[src/rtl/owire_pkg.sv]
package owire_pkg;

  typedef enum logic [1:0] {
    OP_RESET = 2'd0,
    OP_WRITE = 2'd1,
    OP_READ  = 2'd2,
    OP_TOUCH = 2'd3
  } op_e;

  typedef enum logic [1:0] {
    SLOT_W1  = 2'd0,
    SLOT_W0  = 2'd1,
    SLOT_RD  = 2'd2,
    SLOT_RST = 2'd3
  } slot_e;

  typedef enum logic [1:0] {
    PH_IDLE = 2'd0,
    PH_LOW  = 2'd1,
    PH_GAP  = 2'd2,
    PH_TAIL = 2'd3
  } phase_e;

  // slot intervals in microseconds before scaling
  localparam int W1_LOW_US  = 6;
  localparam int W1_REL_US  = 64;
  localparam int W0_LOW_US  = 60;
  localparam int W0_REL_US  = 10;
  localparam int RD_LOW_US  = 6;
  localparam int RD_GAP_US  = 9;
  localparam int RD_TAIL_US = 55;
  localparam int RST_LOW_US = 500;
  localparam int RST_GAP_US = 70;

  // map an operation code and bit onto the slot shape it produces
  function automatic slot_e slot_of(input logic [1:0] op, input logic b);
    slot_e s;
    case (op)
      2'd0:    s = SLOT_RST;
      2'd1:    s = b ? SLOT_W1 : SLOT_W0;
      2'd2:    s = SLOT_RD;
      default: s = b ? SLOT_RD : SLOT_W0;
    endcase
    return s;
  endfunction

endpackage

[src/rtl/owire_us_tick.sv]
// Prescaler: one-cycle tick every DIV clocks, restartable.
module owire_us_tick #(
  parameter int DIV = 50
) (
  input  logic clk,
  input  logic rst,
  input  logic clr,
  output logic tick
);
  localparam int CW = (DIV > 1) ? $clog2(DIV) : 1;
  localparam logic [CW-1:0] LAST = CW'(DIV - 1);

  logic [CW-1:0] cnt_q;

  assign tick = (cnt_q == LAST);

  always_ff @(posedge clk) begin
    if (rst || clr)  cnt_q <= '0;
    else if (tick)   cnt_q <= '0;
    else             cnt_q <= cnt_q + 1'b1;
  end
endmodule

[src/rtl/owire_slot_table.sv]
// Scaled phase lengths for each slot shape.
module owire_slot_table
  import owire_pkg::*;
#(
  parameter int DELAY_SCALE = 1,
  parameter int RECOVERY_US = 430,
  parameter int CNT_W       = 10
) (
  input  slot_e            slot,
  output logic [CNT_W-1:0] low_len,
  output logic [CNT_W-1:0] gap_len,
  output logic [CNT_W-1:0] tail_len,
  output logic             has_sample
);
  localparam logic [CNT_W-1:0] L_W1   = CNT_W'(W1_LOW_US  * DELAY_SCALE);
  localparam logic [CNT_W-1:0] T_W1   = CNT_W'(W1_REL_US  * DELAY_SCALE);
  localparam logic [CNT_W-1:0] L_W0   = CNT_W'(W0_LOW_US  * DELAY_SCALE);
  localparam logic [CNT_W-1:0] T_W0   = CNT_W'(W0_REL_US  * DELAY_SCALE);
  localparam logic [CNT_W-1:0] L_RD   = CNT_W'(RD_LOW_US  * DELAY_SCALE);
  localparam logic [CNT_W-1:0] G_RD   = CNT_W'(RD_GAP_US  * DELAY_SCALE);
  localparam logic [CNT_W-1:0] T_RD   = CNT_W'(RD_TAIL_US * DELAY_SCALE);
  localparam logic [CNT_W-1:0] L_RST  = CNT_W'(RST_LOW_US * DELAY_SCALE);
  localparam logic [CNT_W-1:0] G_RST  = CNT_W'(RST_GAP_US * DELAY_SCALE);
  localparam logic [CNT_W-1:0] T_RST  = CNT_W'(RECOVERY_US * DELAY_SCALE);

  always_comb begin
    low_len    = L_W1;
    gap_len    = '0;
    tail_len   = T_W1;
    has_sample = 1'b0;
    case (slot)
      SLOT_W1: begin
        low_len  = L_W1;
        tail_len = T_W1;
      end
      SLOT_W0: begin
        low_len  = L_W0;
        tail_len = T_W0;
      end
      SLOT_RD: begin
        low_len    = L_RD;
        gap_len    = G_RD;
        tail_len   = T_RD;
        has_sample = 1'b1;
      end
      default: begin
        low_len    = L_RST;
        gap_len    = G_RST;
        tail_len   = T_RST;
        has_sample = 1'b1;
      end
    endcase
  end
endmodule

[src/rtl/owire_phase_timer.sv]
// Counts microsecond ticks for the current phase; expire marks its last edge.
module owire_phase_timer #(
  parameter int CNT_W = 10
) (
  input  logic             clk,
  input  logic             rst,
  input  logic             load,
  input  logic [CNT_W-1:0] load_val,
  input  logic             tick,
  output logic             expire
);
  logic [CNT_W-1:0] cnt_q;

  assign expire = tick && (cnt_q == CNT_W'(1));

  always_ff @(posedge clk) begin
    if (rst)                        cnt_q <= '0;
    else if (load)                  cnt_q <= load_val;
    else if (tick && cnt_q != '0)   cnt_q <= cnt_q - 1'b1;
  end
endmodule

[src/rtl/owire_in_sync.sv]
// Synchronizer for the line input; resets to the released (high) level.
module owire_in_sync #(
  parameter int STAGES = 2
) (
  input  logic clk,
  input  logic rst,
  input  logic d,
  output logic q
);
  logic [STAGES-1:0] sh_q;

  generate
    if (STAGES == 1) begin : g_one
      always_ff @(posedge clk) begin
        if (rst) sh_q <= '1;
        else     sh_q <= d;
      end
    end else begin : g_many
      always_ff @(posedge clk) begin
        if (rst) sh_q <= '1;
        else     sh_q <= {sh_q[STAGES-2:0], d};
      end
    end
  endgenerate

  assign q = sh_q[STAGES-1];
endmodule

[src/rtl/owire_slot_gen.sv]
module owire_slot_gen
  import owire_pkg::*;
#(
  parameter int CLK_PER_US  = 50,
  parameter int DELAY_SCALE = 1,
  parameter int RECOVERY_US = 430,
  parameter int SYNC_STAGES = 2
) (
  input  logic       clk,
  input  logic       rst,
  input  logic       cmd_valid,
  output logic       cmd_ready,
  input  logic [1:0] cmd_op,
  input  logic       cmd_bit,
  output logic       rsp_valid,
  output logic       rsp_bit,
  input  logic       line_in,
  output logic       line_drive_low
);
  localparam int MAX_US  = (RECOVERY_US > RST_LOW_US) ? RECOVERY_US : RST_LOW_US;
  localparam int MAX_LEN = MAX_US * DELAY_SCALE;
  localparam int CNT_W   = $clog2(MAX_LEN + 1);

  phase_e phase_q;
  slot_e  slot_q;
  logic   result_q;
  logic   done_q;

  logic   accept;
  slot_e  cmd_slot;
  slot_e  tbl_slot;
  logic   tick;
  logic   expire;
  logic   line_s;
  logic   tmr_load;
  logic [CNT_W-1:0] tmr_val;
  logic [CNT_W-1:0] low_len, gap_len, tail_len;
  logic   has_sample;

  assign cmd_ready = (phase_q == PH_IDLE);
  assign accept    = cmd_valid && cmd_ready;
  assign cmd_slot  = slot_of(cmd_op, cmd_bit);
  assign tbl_slot  = accept ? cmd_slot : slot_q;

  owire_us_tick #(.DIV(CLK_PER_US)) u_tick (
    .clk (clk),
    .rst (rst),
    .clr (accept),
    .tick(tick)
  );

  owire_slot_table #(
    .DELAY_SCALE(DELAY_SCALE),
    .RECOVERY_US(RECOVERY_US),
    .CNT_W      (CNT_W)
  ) u_table (
    .slot      (tbl_slot),
    .low_len   (low_len),
    .gap_len   (gap_len),
    .tail_len  (tail_len),
    .has_sample(has_sample)
  );

  owire_in_sync #(.STAGES(SYNC_STAGES)) u_sync (
    .clk(clk),
    .rst(rst),
    .d  (line_in),
    .q  (line_s)
  );

  // timer reload at accept and at every phase change that has a successor
  always_comb begin
    tmr_load = 1'b0;
    tmr_val  = low_len;
    case (phase_q)
      PH_IDLE: begin
        tmr_load = accept;
        tmr_val  = low_len;
      end
      PH_LOW: begin
        tmr_load = expire;
        tmr_val  = has_sample ? gap_len : tail_len;
      end
      PH_GAP: begin
        tmr_load = expire;
        tmr_val  = tail_len;
      end
      default: begin
        tmr_load = 1'b0;
        tmr_val  = tail_len;
      end
    endcase
  end

  owire_phase_timer #(.CNT_W(CNT_W)) u_timer (
    .clk     (clk),
    .rst     (rst),
    .load    (tmr_load),
    .load_val(tmr_val),
    .tick    (tick),
    .expire  (expire)
  );

  always_ff @(posedge clk) begin
    if (rst) begin
      phase_q  <= PH_IDLE;
      slot_q   <= SLOT_W1;
      result_q <= 1'b0;
      done_q   <= 1'b0;
    end else begin
      done_q <= 1'b0;
      case (phase_q)
        PH_IDLE: begin
          if (accept) begin
            phase_q  <= PH_LOW;
            slot_q   <= cmd_slot;
            result_q <= 1'b0;
          end
        end
        PH_LOW: begin
          if (expire) phase_q <= has_sample ? PH_GAP : PH_TAIL;
        end
        PH_GAP: begin
          if (expire) begin
            phase_q  <= PH_TAIL;
            result_q <= line_s;
          end
        end
        default: begin
          if (expire) begin
            phase_q <= PH_IDLE;
            done_q  <= 1'b1;
          end
        end
      endcase
    end
  end

  assign line_drive_low = (phase_q == PH_LOW);
  assign rsp_valid      = done_q;
  assign rsp_bit        = result_q;

endmodule

[config.mk]
export PLATFORM = sky130hd
export DESIGN_NAME = owire_slot_gen
export DESIGN_NICKNAME = d
export VERILOG_FILES = /design/src/rtl/owire_pkg.sv /design/src/rtl/owire_us_tick.sv /design/src/rtl/owire_slot_table.sv /design/src/rtl/owire_phase_timer.sv /design/src/rtl/owire_in_sync.sv /design/src/rtl/owire_slot_gen.sv
export SDC_FILE = /design/constraint.sdc
export NUM_CORES = 1
export LEC_CHECK = 0
export BUFFER_PORTS_ARGS = -buffer_cell sky130_fd_sc_hd__buf_4
export CAP_MARGIN = 5
export CORE_MARGIN = 4
export CORE_UTILIZATION = 45
export CTS_CLUSTER_SIZE = 20
export DETAILED_ROUTE_END_ITERATION = 12
export PLACE_DENSITY_LB_ADDON = 0.2
export SLEW_MARGIN = 30
export SYNTH_ARGS = -nofsm -noshare
export SYNTH_HDL_FRONTEND = slang
export SYNTH_SLANG_ARGS = --single-unit
[constraint.sdc]
create_clock -name clk -period 2.89 [get_ports clk]
set_input_delay 0.7225 -clock clk [delete_from_list [all_inputs] [get_ports clk]]
set_output_delay 0.7225 -clock clk [all_outputs]
set_load 0.05 [all_outputs]
==> results of run 1 <==
state kept, by name (all words and copies together) (netlist names):
signal and flops:
u_timer.cnt_q 9, u_tick.cnt_q 6, phase_q 2, slot_q 2, u_sync.sh_q 2, rsp_bit 1, rsp_valid 1
worst register-to-register path, stage by stage (launching register included):
cell     delay [ns]
dfxtp_1        0.40
inv_1          0.09
ha_1           0.21
nand2_1        0.22
a21oi_1        0.07
a21oi_1        0.39
ha_1           0.28
nor2_1         0.06
mux2i_1        0.21
a22oi_1        0.14
mux2_2         0.28
nor2_1         0.08
layer usage:
| metal | GRT usage | wire [um] |
|---|---|---|
| met3 | 0.0256 | 97 |
| met5 | 0 | 0 |
| met4 | 0.0337 | 17 |
| met1 | 0.214 | 1480 |
| met2 | 0.269 | 1530 |
where the power goes:
part / switching (mW) / internal (mW)
logic: 0.538 / 0.336
clock network: 0.0947 / 0.0516
registers: 0.0789 / 0.381
total: 0.711 / 0.769
cells in the final DEF (no fill, tap or decap), types with 2 or more instances in the layout:
master    instances
mux2i_1           2
nand3b_1          2
a22oi_1           3
a21oi_1           9
dfxtp_1          23
ha_1             16
nor3_1            7
nand2_1           5
nand2b_1          2
nor4_1            2
xnor2_1           3
xor2_1            2
clkbuf_4          3
and3_1            2
a211oi_2          3
a211oi_1          8
buf_4            12
a211o_1           2
o21ai_0           4
nand4_1           5
inv_1             9
o31ai_1           2
or2_2             2
nand3_1           4
a311oi_1          2
mux2_2            2
nor2_1           21
cell families (layout without fill, tap and decap cells):
group           Yosys count  in the layout
buf+inv                  15             25
mux                       4              4
fa+ha+maj                16             16
compound gates           41             41
simple gates             64             64
xor+xnor                  5              5
flops                    23             23
metrics by stage:
stage	power [mW]	utilization	hold slack, ns	setup slack (ns)	area (um^2)
after CTS	1.48	0.525	0.446	0.447	1630
final	1.48	0.525	0.444	0.414	1630
after floorplan	1.14	-	0.389	0.214	1490
after detailed placement	1.33	0.516	0.402	0.304	1600
after global placement	1.32	0.516	0.402	0.376	1600
after global routing	1.62	0.525	0.469	0.138	1630
final timing paths:
check	cells past startpoint	startpoint	slack (ns)	endpoint
worst max-delay path	11	phase_q[0]$_SDFFE_PP0P_	0.41	u_timer.cnt_q[8]$_SDFFE_PP0P_
worst min-delay path	1	u_sync.sh_q[0]$_SDFF_PP1_	0.44	u_sync.sh_q[1]$_SDFF_PP1_
worst max register to register	11	phase_q[0]$_SDFFE_PP0P_	0.41	u_timer.cnt_q[8]$_SDFFE_PP0P_
worst min register to register	1	u_sync.sh_q[0]$_SDFF_PP1_	0.44	u_sync.sh_q[1]$_SDFF_PP1_
layout make-up:
| cell class | instances | area share |
|---|---|---|
| inverter | 9 | 0.0208 |
| clock buffer | 3 | 0.0138 |
| tap | 44 | 0.0338 |
| clock inverter | 1 | 0.00307 |
| sequential | 23 | 0.283 |
| timing repair buffer | 12 | 0.0553 |
| multi-input combinational | 130 | 0.590 |
==> impl_metrics.toml, run 1 <==
[floorplan]
start_util = 0.479
row_count = 20
ios = 11
die_height_um = 65.5
die_w_um = 65.5
core_um2 = 3100
dieArea_um2 = 4290

[timing]
hold_viol_final = 0
fin_tns_setup_ns = 0
tightest_slew_ns = 0.545
fmax_mhz = 404
layout_min_cycle_time_ns = 2.48
final.period_utilization = 0.857
slew-limit-headroom = 0.632
drv_slew = 0
grt_setup_unrepaired = "no"
setup_viol = 0
skew_ns = 0.00233

[clocking]
path_clk_slew_ns = 0.13
htreeDepth = 1
post_cts.repair.setup_buffers = 0
cts_resized = 0
clock-sinks = 23
ctsRootBufferMaster = "clkbuf_4"
cts_hold_buf = 0
numCtsBuffers = 3
max-clock-path-buffers = 2
clk_latency_ns = 0.30
cts_tree = "yes"

[global_route]
antenna_found_initial = 0
grt_start_max_net_pins = 19
grt_util_all_layers = 0.160
overflow = 0
grt_pass1_wl_um = 5450
grt_pass1_vias = 1234

[logic_synthesis]
synthAdderAreaFrac = 0.135
synth_common_cells = "dfxtp_1, nor2_1, ha_1, a21oi_1, inv_1"
yosys_warnings = 0
yosys.area.top_type = "dfxtp_1"
synth-xor-area-share = 0.0294
yosysSeqAreaShare = 0.310
synthArstFlopShare = 0
ys.flop_type = "dfxtp_1"
synth_compound_area_frac = 0.204
synth_cells = 168
yosysMostFrequentCell = "dfxtp_1"
synth_nets = 191
synth_area_leaders = "dfxtp_1, ha_1, nor2_1, a211oi_1, a21oi_1"
yosysUniqueCellTypes = 48
synth_top_area_frac = 0.310
avgSynthCellArea_um2 = 8.86
synth_seq_cells = 23
synth_top_family_by_area = "simple AND/OR/NAND/NOR gates"
synthMuxAreaShare = 0.0286
synth_edf_count = 0
netlist_area_um2 = 1490
synth-simple-area-share = 0.249

[detailed_routing]
viasPerCell = 5.73
num_vias = 1272
initialDrtViolationCount = 144
dr.pass1.iters = 4
drc = 0
drt-total-wl_um = 3130
wl_per_cell_um = 14.1
ant_nets = 0

[finish]
fillers = 316
finish.net_count = 202
seqCellArea_um2 = 460
stdcell_count = 222
multi_input_area_um2 = 961
num_antenna_cells = 0
area_delta_synth_final_pct = 9.42
drive_gt1_frac = 0.163

[critical_path]
cp_slowest_cell = "dfxtp_1"
endpoint_kind = "flip-flop"
cp.arrival_ns = 2.73
path_cells = "inv_1, ha_1, nand2_1, a21oi_1, a21oi_1, ha_1, nor2_1, mux2i_1, a22oi_1, mux2_2, nor2_1"
max_stage_delay_ns = 0.40
required_ns = 3.14
crit_buf_inv = 1
start_kind = "flip-flop"
crit_fanout = 7
worst-setup-path-type = "flip-flop to flip-flop"
cp_top_family = "compound AO/OA/AOI/OAI gates"

[place]
dp.cells = 218
place_hpwl_um = 2410
gp_congestion = 0.839
port_buffers = 10

[run_status]
outcome = "finished clean"

[power_and_ir_drop]
irDropWorstVdd_v = 0.000806
leakage_nw = 0.618
power.density_nw_per_um2 = 909

[hold_path]
hold_class = "flip-flop to flip-flop"

[flow_run]
cap_violations = 0
(Power assumes the default switching activity.)
==> inputs of run 2 (changes only) <==
--- a/config.mk
+++ b/config.mk
@@ -5,6 +5,7 @@
 export SDC_FILE = /design/constraint.sdc
 export NUM_CORES = 1
 export LEC_CHECK = 0
+export ABC_AREA = 1
 export BUFFER_PORTS_ARGS = -buffer_cell sky130_fd_sc_hd__buf_4
 export CAP_MARGIN = 5
 export CORE_MARGIN = 4
==> run 2 against run 1 <==
Compared with the run above:
- register-to-register slack got worse by 0.02 ns
- non-clock buffer count shrank 2
- first-iteration DRC count down 9.0%
- final cell count up 30%
- largest power group unchanged
- highest routed layer unchanged
- critical endpoint unchanged
- global-route usage grew 0.53 points
- sequential share of layout area decreased by 1.2 points
- clock-buffer cell count increased by 1
==> impl_metrics.toml, run 2 <==
[run_status]
outcome = "finished clean"

[clocking]
htreeDepth = 1
path_clk_slew_ns = 0.13
clk_latency_ns = 0.32
cts_hold_buf = 0
clock-sinks = 23
max-clock-path-buffers = 2
ctsRootBufferMaster = "clkbuf_4"
numCtsBuffers = 3
cts_tree = "yes"

[logic_synthesis]
ys.flop_type = "dfxtp_1"
yosysUniqueCellTypes = 30
yosys.area.top_type = "dfxtp_1"
yosysSeqAreaShare = 0.294
synthArstFlopShare = 0
synth_nets = 254
netlist_area_um2 = 1560
synth_top_area_frac = 0.294
synth_cells = 231
synth_seq_cells = 23
avgSynthCellArea_um2 = 6.77
synth_edf_count = 0
synth_common_cells = "nand2_1, inv_1, nor2_1, dfxtp_1, nand3_1"
yosys_warnings = 0
yosysMostFrequentCell = "nand2_1"
synth_area_leaders = "dfxtp_1, ha_1, nand2_1, inv_1, nor2_1"

[finish]
stdcell_count = 288
reg_top3 = "u_timer.cnt_q (9), u_tick.cnt_q (6)"
final_common_cell = "nand2_1"
largest_reg_flops = 9
final_area_um2 = 1700
area_delta_synth_final_pct = 8.88
regMostFlops = "u_timer.cnt_q"
postLayoutCoreUtil = 0.510
finish.net_count = 266
drive_gt1_frac = 0.116
final_cell_mix = "nand2_1, inv_1, nor2_1, dfxtp_1, nand3_1"
num_antenna_cells = 0

[power_and_ir_drop]
leakage_nw = 0.826
irDropWorstVdd_v = 0.000412
power.density_nw_per_um2 = 959

[critical_path]
cp_slowest_cell = "dfxtp_1"
crit_buf_inv = 3
crit_cells = 16
rr_endpoint = "u_timer.cnt_q[8]$_SDFFE_PP0P_"
required_ns = 3.13
rr_worst_depth = 16
path_cells = "inv_1, ha_2, nand2_4, inv_1, nand3_1, nand2_1, inv_1, ha_1, nor2_1, nor2_1, o21ai_0, nand2_1, nand3_1, nand2_1, nor2_1, nor2_1"
start_kind = "flip-flop"
worst-setup-path-type = "flip-flop to flip-flop"
path_common_cell = "nor2_1"
endpoint_kind = "flip-flop"
rrSetupSlack_ns = 0.39
crit_fanout = 11
cp.arrival_ns = 2.73
r2r-start = "phase_q[0]$_SDFFE_PP0P_"
max_stage_delay_ns = 0.35
cp_top_family = "simple AND/OR/NAND/NOR gates"
crit_path_start = "phase_q[0]$_SDFFE_PP0P_"

[floorplan]
ios = 11
die_w_um = 67.0
start_util = 0.469
die_height_um = 67.0
row_count = 21
dieArea_um2 = 4480
core_um2 = 3340

[timing]
fin_tns_setup_ns = 0
slew-limit-headroom = 0.722
grt_setup_unrepaired = "no"
fmax_mhz = 400
setup_viol = 0
final.period_utilization = 0.864
drv_slew = 0
hold_viol_final = 0
layout_min_cycle_time_ns = 2.50
tightest_slew_ns = 0.413
skew_ns = 0.00506

[detailed_routing]
dr.pass1.iters = 6
initialDrtViolationCount = 131
drt-total-wl_um = 3150
num_vias = 1391
wl_per_cell_um = 10.9
viasPerCell = 4.83
ant_nets = 0
drc = 0

[place]
place_area_um2 = 1670
place_hpwl_um = 2460
port_buffers = 10
gp_congestion = 0.892
dp.cells = 284

[global_route]
antenna_found_initial = 0
grt_util_all_layers = 0.165
grt_start_max_net_pins = 13
grt_pass1_vias = 1290
overflow = 0
grt_pass1_wl_um = 5640

[hold_path]
hold_class = "flip-flop to flip-flop"
hold_depth = 1
min_to = "u_sync.sh_q[1]$_SDFF_PP1_"
worstHoldStart = "u_sync.sh_q[0]$_SDFF_PP1_"

[flow_run]
cap_violations = 0
run 2: cell count changes after synthesis, sizes merged, moves of 6 or more:
cell,delta
nand2,+42
inv,+26
nand3,+17
o21ai,+15
nor2,+14
a211oi,-11
nand4,-6
run 2: stage by stage:
stage,power [mW],setup slack [ns],hold WS (ns)
6_report,1.63,0.392,0.429
5_1_grt,1.82,0.132,0.434
4_1_cts,1.63,0.204,0.430
3_5_place_dp,1.47,0.249,0.398
3_3_place_gp,1.47,0.292,0.391
2_1_floorplan,1.28,0.318,0.389
run 2: cell families (layout without fill, tap and decap cells):
family | count (synthesis) | in the layout | synth area share
fa+ha+maj | 16 | 16 | 0.128
compound gates | 34 | 34 | 0.117
simple gates | 117 | 117 | 0.346
flops | 23 | 23 | 0.294
xor+xnor | 3 | 3 | 0.0168
buf+inv | 38 | 49 | 0.0984
run 2: area by class of cell:
type	count	area (um^2)
fill	342	1630
multi-input combinational	170	952
sequential	23	460
inverter	35	131
timing repair buffer	10	75.1
tap	46	57.6
clock buffer	4	26.3
run 2: per-layer routing:
layer / vias up / track usage / part of all wire
met5: - / 0 / 0
met4: 0 / 0.0608 / 0.019
met3: 5 / 0.0253 / 0.025
met2: 19 / 0.277 / 0.47
met1: 612 / 0.211 / 0.48
li1: 755 / - / -
run 2: timing repair:
| item | 4_1_cts | 5_1_grt |
|---|---|---|
| setup endpoints to repair | 0 | 5 |
| gates resized for setup | 0 | 2 |
| buffers inserted | 0 | 0 |
run 2: worst max-delay path by stage:
stage	endpoint
2_1_floorplan	u_timer.cnt_q[6]$_SDFFE_PP0P_
3_3_place_gp	u_timer.cnt_q[8]$_SDFFE_PP0P_
3_5_place_dp	u_timer.cnt_q[6]$_SDFFE_PP0P_
4_1_cts	u_timer.cnt_q[6]$_SDFFE_PP0P_
5_1_grt	u_timer.cnt_q[8]$_SDFFE_PP0P_
6_report	u_timer.cnt_q[8]$_SDFFE_PP0P_
run 2: report_power, final:
part           leakage [nW]  internal [mW]  switching (mW)
clock                0.0150         0.0541           0.103
combinational         0.622          0.365           0.649
sequential            0.189          0.394          0.0677
==> inputs of run 3 (changes only) <==
--- a/config.mk
+++ b/config.mk
@@ -5,11 +5,13 @@
 export SDC_FILE = /design/constraint.sdc
 export NUM_CORES = 1
 export LEC_CHECK = 0
-export ABC_AREA = 1
+export ABC_AREA = 0
 export BUFFER_PORTS_ARGS = -buffer_cell sky130_fd_sc_hd__buf_4
 export CAP_MARGIN = 5
+export CELL_PAD_IN_SITES_DETAIL_PLACEMENT = 2
+export CELL_PAD_IN_SITES_GLOBAL_PLACEMENT = 2
 export CORE_MARGIN = 4
-export CORE_UTILIZATION = 45
+export CORE_UTILIZATION = 37
 export CTS_CLUSTER_SIZE = 20
 export DETAILED_ROUTE_END_ITERATION = 12
 export PLACE_DENSITY_LB_ADDON = 0.2
==> run 3 against run 2 <==
Compared with the run above:
- clock power rose by 28%
- register-to-register slack worse by 0.10 ns
- final area is 2.6% lower
- clock skew hardly changed
- maximum frequency fell by 4.0%
- critical path type unchanged
- worst setup slack got worse by 0.10 ns
==> impl_metrics.toml, run 3 (synthesized netlist as in run 1, its figures left out) <==
[critical_path]
path_cells = "inv_1, ha_1, nand2_1, a21oi_1, a21oi_1, ha_1, nor2_1, mux2i_1, a22oi_1, mux2_2, nor2_1"
cp_slowest_cell = "dfxtp_1"
crit_cells = 11
crit_buf_inv = 1
rrSetupSlack_ns = 0.29
cp.arrival_ns = 2.80
rr_endpoint = "u_timer.cnt_q[8]$_SDFFE_PP0P_"
r2r-start = "phase_q[0]$_SDFFE_PP0P_"
crit_path_end = "u_timer.cnt_q[8]$_SDFFE_PP0P_"
crit_fanout = 7
start_kind = "flip-flop"
endpoint_kind = "flip-flop"
worst-setup-path-type = "flip-flop to flip-flop"
cp_top_family = "compound AO/OA/AOI/OAI gates"
rr_worst_depth = 11
required_ns = 3.09
crit_path_start = "phase_q[0]$_SDFFE_PP0P_"
max_stage_delay_ns = 0.41

[finish]
drive_gt1_frac = 0.162
final_area_um2 = 1660
largest_reg_flops = 9
num_antenna_cells = 0
area_delta_synth_final_pct = 11.4
reg_top3 = "u_timer.cnt_q (9), u_tick.cnt_q (6)"
regMostFlops = "u_timer.cnt_q"
stdcell_count = 227
finish.net_count = 203
final_common_cell = "dfxtp_1"
postLayoutCoreUtil = 0.440
final_cell_mix = "dfxtp_1, nor2_1, ha_1, buf_4"

[place]
gp_congestion = 0.812
port_buffers = 10
place_area_um2 = 1610
pre_cts_ws_ns = 0.164
place_hpwl_um = 3190
dp.cells = 223

[global_route]
overflow = 0
grt_pass1_wl_um = 6890
antenna_found_initial = 0
grt_start_max_net_pins = 19
grt_util_all_layers = 0.168
grt_pass1_vias = 1356

[timing]
fin_tns_setup_ns = 0
grt_setup_unrepaired = "no"
drv_slew = 0
layout_min_cycle_time_ns = 2.60
slew-limit-headroom = 0.630
fmax_mhz = 385
hold_viol_final = 0
final.period_utilization = 0.900
worst_slack_ns = 0.290
tightest_slew_ns = 0.548
setup_viol = 0
skew_ns = 0.00495

[clocking]
cts_tree = "yes"
htreeDepth = 1
cts_resized = 0
path_clk_slew_ns = 0.08
post_cts.repair.setup_buffers = 0
clk_latency_ns = 0.26
max-clock-path-buffers = 2
ctsRootBufferMaster = "clkbuf_8"
numCtsBuffers = 3
clock-sinks = 23
cts_hold_buf = 0

[floorplan]
core_um2 = 3770
die_height_um = 71.4
start_util = 0.394
die_w_um = 71.4
row_count = 22
ios = 11
dieArea_um2 = 5100

[detailed_routing]
ant_nets = 0
viasPerCell = 5.59
wl_per_cell_um = 17.9
drt-total-wl_um = 4060
drc = 0
dr.pass1.iters = 4
initialDrtViolationCount = 24
num_vias = 1268

[power_and_ir_drop]
power.density_nw_per_um2 = 962
leakage_nw = 0.628
irDropWorstVdd_v = 0.000517

[flow_run]
cap_violations = 0

[run_status]
outcome = "finished clean"

[hold_path]
hold_class = "flip-flop to flip-flop"
[run 3: changes by cell type in the layout (fill, tap and decap cells not counted), moves of 5 or more]
| cell | previous run | this run |
|---|---|---|
| a211oi_1 | 0 | 8 |
| o21ai_0 | 16 | 4 |
| inv_1 | 35 | 9 |
| nand4_1 | 0 | 5 |
| nand3_1 | 20 | 4 |
| nor2_1 | 31 | 21 |
| nand2_1 | 43 | 5 |
[run 3: worst reg2reg max path, delay by kind of cell, from the launching register on]
family / cells / cell delay [ns]
buffers and inverters: 1 / 0.09
multiplexers: 2 / 0.52
AND/OR/NAND/NOR: 3 / 0.38
flip-flops: 1 / 0.41
adder cells (fa/ha/maj): 2 / 0.51
AO/OA/AOI/OAI: 3 / 0.62
[run 3: how the worst min path moves through the flow]
stage | start | to | cells after the start
6_report | u_sync.sh_q[0]$_SDFF_PP1_ | u_sync.sh_q[1]$_SDFF_PP1_ | 1
4_1_cts | u_sync.sh_q[0]$_SDFF_PP1_ | u_sync.sh_q[1]$_SDFF_PP1_ | 1
3_3_place_gp | u_sync.sh_q[0]$_SDFF_PP1_ | u_sync.sh_q[1]$_SDFF_PP1_ | 1
2_1_floorplan | u_sync.sh_q[0]$_SDFF_PP1_ | u_sync.sh_q[1]$_SDFF_PP1_ | 1
5_1_grt | u_sync.sh_q[0]$_SDFF_PP1_ | u_sync.sh_q[1]$_SDFF_PP1_ | 1
3_5_place_dp | u_sync.sh_q[0]$_SDFF_PP1_ | u_sync.sh_q[1]$_SDFF_PP1_ | 1
[run 3: metrics by stage]
stage          total power, mW  hold slack (ns)
5_1_grt                   1.73            0.429
2_1_floorplan             1.14            0.389
3_5_place_dp              1.40            0.402
3_3_place_gp              1.36            0.394
4_1_cts                   1.61            0.420
6_report                  1.60            0.417
[run 3: area by class of cell]
class | count | area, um^2
inverters | 9 | 33.8
fillers | 419 | 2110
well taps | 48 | 60.1
clock buffers | 4 | 45.0
multi-input cells | 130 | 961
repair buffers | 13 | 97.6
flip-flops and latches | 23 | 460
[run 3: metal layers]
layer	track usage	routed length [um]	part of all wire
met5	0	0	0
met1	0.226	1970	0.48
met4	0.0459	34	0.0084
met3	0.0182	86	0.021
met2	0.285	1970	0.49
[run 3: where the power goes]
group	internal [mW]	total (mW)	switching, mW	leakage (nW)
sequential	0.381	0.468	0.0864	0.189
combinational	0.350	0.926	0.576	0.417
clock	0.0984	0.201	0.103	0.0228
